--- src/rtl/dcrb_pkg.sv ---
package dcrb_pkg;

    // Width of the register-select field; fixed by the code set below.
    localparam int unsigned SEL_W = 3;

    typedef enum logic [SEL_W-1:0] {
        SEL_DATA     = 3'b000,
        SEL_RSVD_A   = 3'b001,
        SEL_GAIN     = 3'b010,
        SEL_GAIN_ALL = 3'b011,
        SEL_OFFS     = 3'b100,
        SEL_OFFS_ALL = 3'b101,
        SEL_CLR      = 3'b110,
        SEL_RSVD_B   = 3'b111
    } reg_sel_e;

    typedef enum logic [1:0] {
        ST_IDLE   = 2'd0,
        ST_DECODE = 2'd1,
        ST_WRITE  = 2'd2
    } cmd_state_e;

endpackage

--- src/rtl/dcrb_clr_sync.sv ---
module dcrb_clr_sync (
    input  logic clk,
    input  logic rst_n,
    input  logic clear_in,
    output logic clr_pulse
);

    logic meta_q;
    logic sync_q;
    logic prev_q;

    always_ff @(posedge clk or negedge rst_n) begin
        if (!rst_n) begin
            meta_q <= 1'b0;
            sync_q <= 1'b0;
            prev_q <= 1'b0;
        end else begin
            meta_q <= clear_in;
            sync_q <= meta_q;
            prev_q <= sync_q;
        end
    end

    assign clr_pulse = sync_q & ~prev_q;


    clr_pulse_single_chk: assert property (@(posedge clk) disable iff (!rst_n)
        clr_pulse |=> !clr_pulse);

endmodule

--- src/rtl/dcrb_cmd_fsm.sv ---
module dcrb_cmd_fsm
    import dcrb_pkg::*;
#(
    parameter int CH_N   = 4,
    parameter int DATA_W = 16,
    parameter int DEV_W  = 2,
    localparam int CH_W   = $clog2(CH_N),
    localparam int WORD_W = 1 + DEV_W + SEL_W + CH_W + DATA_W
) (
    input  logic              clk,
    input  logic              rst_n,
    input  logic [DEV_W-1:0]  strap_addr,
    input  logic [WORD_W-1:0] cmd_word,
    input  logic              cmd_valid,
    output logic [CH_N-1:0]   we_data,
    output logic [CH_N-1:0]   we_gain,
    output logic [CH_N-1:0]   we_offs,
    output logic [CH_N-1:0]   we_clr,
    output logic              en_we,
    output logic [DATA_W-1:0] wr_payload
);

    localparam int CH_LSB  = DATA_W;
    localparam int SEL_LSB = CH_LSB + CH_W;
    localparam int DEV_LSB = SEL_LSB + SEL_W;
    localparam int RD_BIT  = DEV_LSB + DEV_W;

    cmd_state_e        state_q;
    cmd_state_e        state_d;
    logic [WORD_W-1:0] cmd_q;

    logic              rd_flag;
    logic [DEV_W-1:0]  dev_fld;
    reg_sel_e          sel_fld;
    logic [CH_W-1:0]   ch_fld;
    logic [CH_N-1:0]   ch_onehot;
    logic              sel_known;
    logic              cmd_ok;

    assign rd_flag    = cmd_q[RD_BIT];
    assign dev_fld    = cmd_q[DEV_LSB +: DEV_W];
    assign sel_fld    = reg_sel_e'(cmd_q[SEL_LSB +: SEL_W]);
    assign ch_fld     = cmd_q[CH_LSB +: CH_W];
    assign wr_payload = cmd_q[DATA_W-1:0];
    assign ch_onehot  = CH_N'(1) << ch_fld;

    always_comb begin
        unique case (sel_fld)
            SEL_DATA, SEL_GAIN, SEL_GAIN_ALL,
            SEL_OFFS, SEL_OFFS_ALL, SEL_CLR: sel_known = 1'b1;
            default:                          sel_known = 1'b0;
        endcase
    end

    assign cmd_ok = !rd_flag && (dev_fld == strap_addr) && sel_known;

    // State register and command latch.
    always_ff @(posedge clk or negedge rst_n) begin
        if (!rst_n) begin
            state_q <= ST_IDLE;
            cmd_q   <= '0;
        end else begin
            state_q <= state_d;
            if (state_q == ST_IDLE && cmd_valid) begin
                cmd_q <= cmd_word;
            end
        end
    end

    // Transitions.
    always_comb begin
        state_d = state_q;
        unique case (state_q)
            ST_IDLE:   if (cmd_valid) state_d = ST_DECODE;
            ST_DECODE: state_d = cmd_ok ? ST_WRITE : ST_IDLE;
            ST_WRITE:  state_d = ST_IDLE;
            default:   state_d = ST_IDLE;
        endcase
    end

    // Write enables, raised only in ST_WRITE.
    always_comb begin
        we_data = '0;
        we_gain = '0;
        we_offs = '0;
        we_clr  = '0;
        en_we   = 1'b0;
        if (state_q == ST_WRITE) begin
            unique case (sel_fld)
                SEL_DATA:     we_data = ch_onehot;
                SEL_GAIN:     we_gain = ch_onehot;
                SEL_GAIN_ALL: we_gain = '1;
                SEL_OFFS:     we_offs = ch_onehot;
                SEL_OFFS_ALL: we_offs = '1;
                SEL_CLR: begin
                    we_clr = ch_onehot;
                    en_we  = 1'b1;
                end
                default: ;
            endcase
        end
    end


    write_follows_decode_chk: assert property (@(posedge clk) disable iff (!rst_n)
        state_q == ST_WRITE |-> $past(state_q) == ST_DECODE);


    busy_word_held_chk: assert property (@(posedge clk) disable iff (!rst_n)
        state_q != ST_IDLE |=> $stable(cmd_q));


    strap_mismatch_drop_chk: assert property (@(posedge clk) disable iff (!rst_n)
        (state_q == ST_DECODE && dev_fld != strap_addr) |=> state_q == ST_IDLE);


    read_word_drop_chk: assert property (@(posedge clk) disable iff (!rst_n)
        (state_q == ST_DECODE && rd_flag) |=> state_q == ST_IDLE);


    reserved_sel_drop_chk: assert property (@(posedge clk) disable iff (!rst_n)
        (state_q == ST_DECODE && (sel_fld == SEL_RSVD_A || sel_fld == SEL_RSVD_B))
        |=> state_q == ST_IDLE);

endmodule

--- src/rtl/dcrb_chan.sv ---
module dcrb_chan #(
    parameter int DATA_W = 16
) (
    input  logic              clk,
    input  logic              rst_n,
    input  logic              we_data,
    input  logic              we_gain,
    input  logic              we_offs,
    input  logic              we_clr,
    input  logic              en_we,
    input  logic              en_bit,
    input  logic [DATA_W-1:0] wr_payload,
    input  logic              clr_pulse,
    output logic [DATA_W-1:0] data_q,
    output logic [DATA_W-1:0] gain_q,
    output logic [DATA_W-1:0] offs_q,
    output logic              clr_en_q
);

    localparam logic [DATA_W-1:0] DATA_RST = '0;
    localparam logic [DATA_W-1:0] GAIN_RST = '1;
    localparam logic [DATA_W-1:0] OFFS_RST = DATA_W'(1) << (DATA_W - 1);
    localparam logic [DATA_W-1:0] CLR_RST  = '0;

    logic [DATA_W-1:0] clr_code_q;

    // Output code: a clear load outranks a write.
    always_ff @(posedge clk or negedge rst_n) begin
        if (!rst_n) begin
            data_q <= DATA_RST;
        end else if (clr_pulse && clr_en_q) begin
            data_q <= clr_code_q;
        end else if (we_data) begin
            data_q <= wr_payload;
        end
    end

    always_ff @(posedge clk or negedge rst_n) begin
        if (!rst_n) begin
            gain_q <= GAIN_RST;
        end else if (we_gain) begin
            gain_q <= wr_payload;
        end
    end

    always_ff @(posedge clk or negedge rst_n) begin
        if (!rst_n) begin
            offs_q <= OFFS_RST;
        end else if (we_offs) begin
            offs_q <= wr_payload;
        end
    end

    always_ff @(posedge clk or negedge rst_n) begin
        if (!rst_n) begin
            clr_code_q <= CLR_RST;
            clr_en_q   <= 1'b0;
        end else begin
            if (we_clr) begin
                clr_code_q <= wr_payload;
            end
            if (en_we) begin
                clr_en_q <= en_bit;
            end
        end
    end


    gain_hold_chk: assert property (@(posedge clk) disable iff (!rst_n)
        !we_gain |=> $stable(gain_q));


    offs_hold_chk: assert property (@(posedge clk) disable iff (!rst_n)
        !we_offs |=> $stable(offs_q));


    clr_load_chk: assert property (@(posedge clk) disable iff (!rst_n)
        (clr_pulse && clr_en_q) |=> data_q == $past(clr_code_q));


    clr_beats_write_chk: assert property (@(posedge clk) disable iff (!rst_n)
        (clr_pulse && clr_en_q && we_data && wr_payload != clr_code_q)
        |=> data_q != $past(wr_payload));


    data_hold_chk: assert property (@(posedge clk) disable iff (!rst_n)
        (!we_data && !(clr_pulse && clr_en_q)) |=> $stable(data_q));

endmodule

--- src/rtl/dac_cal_regbank.sv ---
module dac_cal_regbank
    import dcrb_pkg::*;
#(
    parameter int CH_N   = 4,
    parameter int DATA_W = 16,
    parameter int DEV_W  = 2,
    localparam int CH_W   = $clog2(CH_N),
    localparam int WORD_W = 1 + DEV_W + SEL_W + CH_W + DATA_W,
    localparam int BUS_W  = CH_N * DATA_W
) (
    input  logic              clk,
    input  logic              rst_n,
    input  logic [DEV_W-1:0]  strap_addr,
    input  logic [WORD_W-1:0] cmd_word,
    input  logic              cmd_valid,
    input  logic              clear_in,
    output logic [BUS_W-1:0]  dac_data,
    output logic [BUS_W-1:0]  dac_gain,
    output logic [BUS_W-1:0]  dac_offset,
    output logic [CH_N-1:0]   clear_en
);

    logic [CH_N-1:0]   we_data;
    logic [CH_N-1:0]   we_gain;
    logic [CH_N-1:0]   we_offs;
    logic [CH_N-1:0]   we_clr;
    logic              en_we;
    logic [DATA_W-1:0] wr_payload;
    logic              clr_pulse;

    dcrb_cmd_fsm #(
        .CH_N   (CH_N),
        .DATA_W (DATA_W),
        .DEV_W  (DEV_W)
    ) u_fsm (
        .clk        (clk),
        .rst_n      (rst_n),
        .strap_addr (strap_addr),
        .cmd_word   (cmd_word),
        .cmd_valid  (cmd_valid),
        .we_data    (we_data),
        .we_gain    (we_gain),
        .we_offs    (we_offs),
        .we_clr     (we_clr),
        .en_we      (en_we),
        .wr_payload (wr_payload)
    );

    dcrb_clr_sync u_clr_sync (
        .clk       (clk),
        .rst_n     (rst_n),
        .clear_in  (clear_in),
        .clr_pulse (clr_pulse)
    );

    for (genvar g = 0; g < CH_N; g++) begin : g_chan
        dcrb_chan #(
            .DATA_W (DATA_W)
        ) u_chan (
            .clk        (clk),
            .rst_n      (rst_n),
            .we_data    (we_data[g]),
            .we_gain    (we_gain[g]),
            .we_offs    (we_offs[g]),
            .we_clr     (we_clr[g]),
            .en_we      (en_we),
            .en_bit     (wr_payload[g]),
            .wr_payload (wr_payload),
            .clr_pulse  (clr_pulse),
            .data_q     (dac_data[g*DATA_W +: DATA_W]),
            .gain_q     (dac_gain[g*DATA_W +: DATA_W]),
            .offs_q     (dac_offset[g*DATA_W +: DATA_W]),
            .clr_en_q   (clear_en[g])
        );
    end


    enable_hold_chk: assert property (@(posedge clk) disable iff (!rst_n)
        !en_we |=> $stable(clear_en));


    gain_onehot_or_all_chk: assert property (@(posedge clk) disable iff (!rst_n)
        $onehot0(we_gain) || (we_gain == '1));

endmodule

--- config.mk ---
export PLATFORM = sky130hd
export DESIGN_NAME = dac_cal_regbank
export DESIGN_NICKNAME = d
export VERILOG_FILES = /design/src/rtl/dcrb_pkg.sv /design/src/rtl/dcrb_clr_sync.sv /design/src/rtl/dcrb_cmd_fsm.sv /design/src/rtl/dcrb_chan.sv /design/src/rtl/dac_cal_regbank.sv
export SDC_FILE = /design/constraint.sdc
export NUM_CORES = 1
export LEC_CHECK = 0
export BUFFER_PORTS_ARGS = -buffer_cell sky130_fd_sc_hd__buf_2
export CORE_ASPECT_RATIO = 0.7
export CORE_MARGIN = 2
export CORE_UTILIZATION = 55
export CTS_CLUSTER_DIAMETER = 100
export DETAILED_ROUTE_END_ITERATION = 6
export GPL_TIMING_DRIVEN = 0
export PLACE_DENSITY = 0.79
export RECOVER_POWER = 50
export SYNTH_ARGS = -nofsm -noshare
export SYNTH_HDL_FRONTEND = slang
export SYNTH_SLANG_ARGS = --single-unit
--- constraint.sdc ---
create_clock -name clk -period 2.2 [get_ports clk]
set_input_delay 0.44 -clock clk [delete_from_list [all_inputs] [get_ports clk]]
set_output_delay 0.44 -clock clk [all_outputs]
set_load 0.01 [all_outputs]
==> results.cfg <==
[place]
gp_congestion = 0.8900
dpl_worst_slack_ps = -109.5
dpl_cell_area_sq_um = 13620
port_buffers = 225
place_inst = 1351
dp_hpwl_um = 22000

[die]
io_pins = 226
coreArea_sq_um = 21560
dieArea_sq_um = 23130
chipHeight_um = 127.8
fp-row-count = 45
start_util_pct = 55.88
fp.dieW_um = 180.9

[final_layout]
layout.cells.non_filler = 1403
multi_input_comb_area_sq_um = 4340
area_growth_syn_to_layout_pct = 18.80
nets = 1130
final_util_pct = 66.39
n_antenna_cell = 0
fin_area_sq_um = 14320
final_layout_size_suffix_gt1_share_pct = 40.05
ff_latch_area_sq_um = 7317
fillers = 1705

[clock_tree]
clk_latency_ps = 540
clock_path_buffers = 3
clk_pin_slew_ps = 70
cts_made_buffers = 27
cts_root_buffer = clkbuf_16
htreeDepth = 1
cts_tree = done
clock_sinks = 289

[synth]
syn_nets = 871
yosysTopAreaCell = dfrtp_1
synth_cells = 841
synth-edff-count = 0
ys_types = 36
ys_warn_count = 0
synthArstFlopShare_pct = 100.0
synth_area_sq_um = 12050
synth_top_area_share_pct = 45.89
yosysSeqAreaShare_pct = 60.72
postSynthAreaPerCell_sq_um = 14.33
ys.flop_type = dfrtp_1
ys_top_cells_by_area = dfrtp_1 (46%), mux2_2 (19%), dfstp_2 (15%), a2bb2oi_1 (4.7%), a21oi_1 (2.7%)
yosysMostFrequentCell = dfrtp_1
yosys-top-cells-count = dfrtp_1 (221), mux2_2 (198), dfstp_2 (68)
ys_ff_latch = 289

[flow_run]
drv_cap = 0

[timing]
setup_viol_count_final = 56
fin_ws_ps = -224.3
max_freq_mhz = 412.5
rsz0062_at_grt = yes
clock-skew-final_ps = 18.90
hold_viol = 0
tightest_slew_ps = 1293
fin_crit_ps = 2424
finalSetupTns_ps = -5536
slew_violations = 0
finalCritPeriodShare_pct = 110.2
slew_headroom_pct = 12.58

[route]
drc_errors = 0
routed_wl_um = 31650
drtAntennaViolNets = 0
detail_route.iter0.violations = 652
firstDrtPassIters = 5
routed_via_density = 5.879
vias = 8248
wl_per_cell_um = 22.56

[worst_setup_path]
worst_setup_path_end_kind = register
cp_max_fo = 10
crit_arrival_ps = 2890
worstPathRequired_ps = 2660
startpoint_type = register
critPathKind = reg2reg

[grt]
grt_pass1_wl_um = 48380
grt_max_degree = 91
grt_overflow = 0
antenna_found_initial = 0
grt_usage_pct = 27.29
grt_pass1_vias = 7984

[status]
status = complete, but fails checks
violations = setup timing

[power_and_ir_drop]
ir_drop_mv = 0.6677
power_density_nw_per_um2 = 1182
p_leak_nw = 6.724

[hold_path]
hp-class = in2reg
-- worst max-delay path, stage by stage (launching register included) --
cell       delay [ps]
dfrtp_1           360
buf_2             190
clkbuf_1          290
nor4b_1          1120
a21oi_1           200
a2bb2oi_1         200
-- per-stage QoR --
step	total power, mW	hold WS (ps)
after global routing	17.71	136.3
after detailed placement	12.57	340.3
final	16.92	140.3
after global placement	12.37	339.5
after floorplan	10.25	144.4
after CTS	17.24	129.6
-- logic make-up after synthesis --
group | Yosys count | synth area share, %
AOI/OAI and AO/OA | 200 | 10.49
xor gates and xnor gates | 3 | 0.2181
buffers and inverters | 79 | 3.582
DFF | 289 | 60.72
muxes | 220 | 20.93
and+or+nand+nor | 50 | 4.060
-- final cells by class --
class                   count  area share, %
plain buffers              79          2.954
clock buffers              45          5.751
clock inverters             5         0.3933
multi-input cells         473          30.32
flip-flops and latches    289          51.11
well taps                 282          2.465
repair buffers            230          7.009
-- report_power, final --
| group | switching [mW] | internal (mW) |
|---|---|---|
| Combinational | 2.61 | 1.78 |
| Clock | 1.99 | 2.66 |
| Sequential | 0.901 | 6.97 |
-- registers in the layout, indices dropped and copies added (netlist names) --
signal                    count
u_fsm.state_q                 2
u_clr_sync.sync_q             1
u_clr_sync.meta_q             1
u_clr_sync.prev_q             1
g_chan.u_chan.clr_code_q     64
g_chan.u_chan.clr_en_q        4
u_fsm.cmd_q                  24
g_chan.u_chan.gain_q         64
g_chan.u_chan.data_q         64
g_chan.u_chan.offs_q         64
-- layout by cell type (no fill, tap or decap), types with 2 or more instances in the layout --
cell	netlist	final
mux2_1	10	10
nand2_1	4	4
buf_4	15	14
dfstp_2	68	67
and4bb_4	2	2
o21ai_0	64	64
clkbuf_16	0	27
nand4bb_1	2	2
nor2b_2	2	2
nand3_1	0	2
xnor2_1	3	3
nor2b_1	2	2
nor4b_1	16	5
dlygate4sd3_1	0	2
buf_6	9	8
o21ai_2	6	6
buf_1	4	3
mux2_2	198	198
nor4b_2	0	11
and3b_1	4	4
dfrtp_1	221	221
clkbuf_4	0	2
clkbuf_1	42	209
nor2_1	2	2
and4bb_2	2	2
a2bb2oi_1	64	64
buf_2	9	78
clkbuf_8	0	8
clkinv_2	0	2
mux2_4	12	12
a21oi_1	66	66
-- path summary, 6_finish.rpt --
check,startpoint,endpoint,slack (ps),depth (start not counted)
min in group asynchronous,rst_n,g_chan[2].u_chan.offs_q[3],430,2
setup / recovery,u_fsm.cmd_q[18],g_chan[1].u_chan.data_q[13],-220,5
hold / removal,cmd_word[0],u_fsm.cmd_q[0],140,2
hold reg to reg,u_clr_sync.meta_q,u_clr_sync.sync_q,360,0
setup reg to reg,u_fsm.cmd_q[18],g_chan[1].u_chan.data_q[13],-220,5
max in group asynchronous,rst_n,g_chan[1].u_chan.gain_q[9],50,4
-- routing by layer --
| metal | track usage, % | share of wire, % |
|---|---|---|
| met2 | 39.52 | 43 |
| met3 | 4.659 | 7.5 |
| met1 | 43.69 | 48 |
| met5 | 0 | 0 |
| met4 | 4.934 | 1.9 |
-- timing repair --
item                       4_1_cts  5_1_grt
gates resized for setup          2       10
pin swaps                        0        0
buffers inserted                 0        0
hold endpoints to repair        47        0
setup endpoints to repair       26       48
hold buffers                     2        0
No activity file was read; power rests on OpenSTA's default activity.
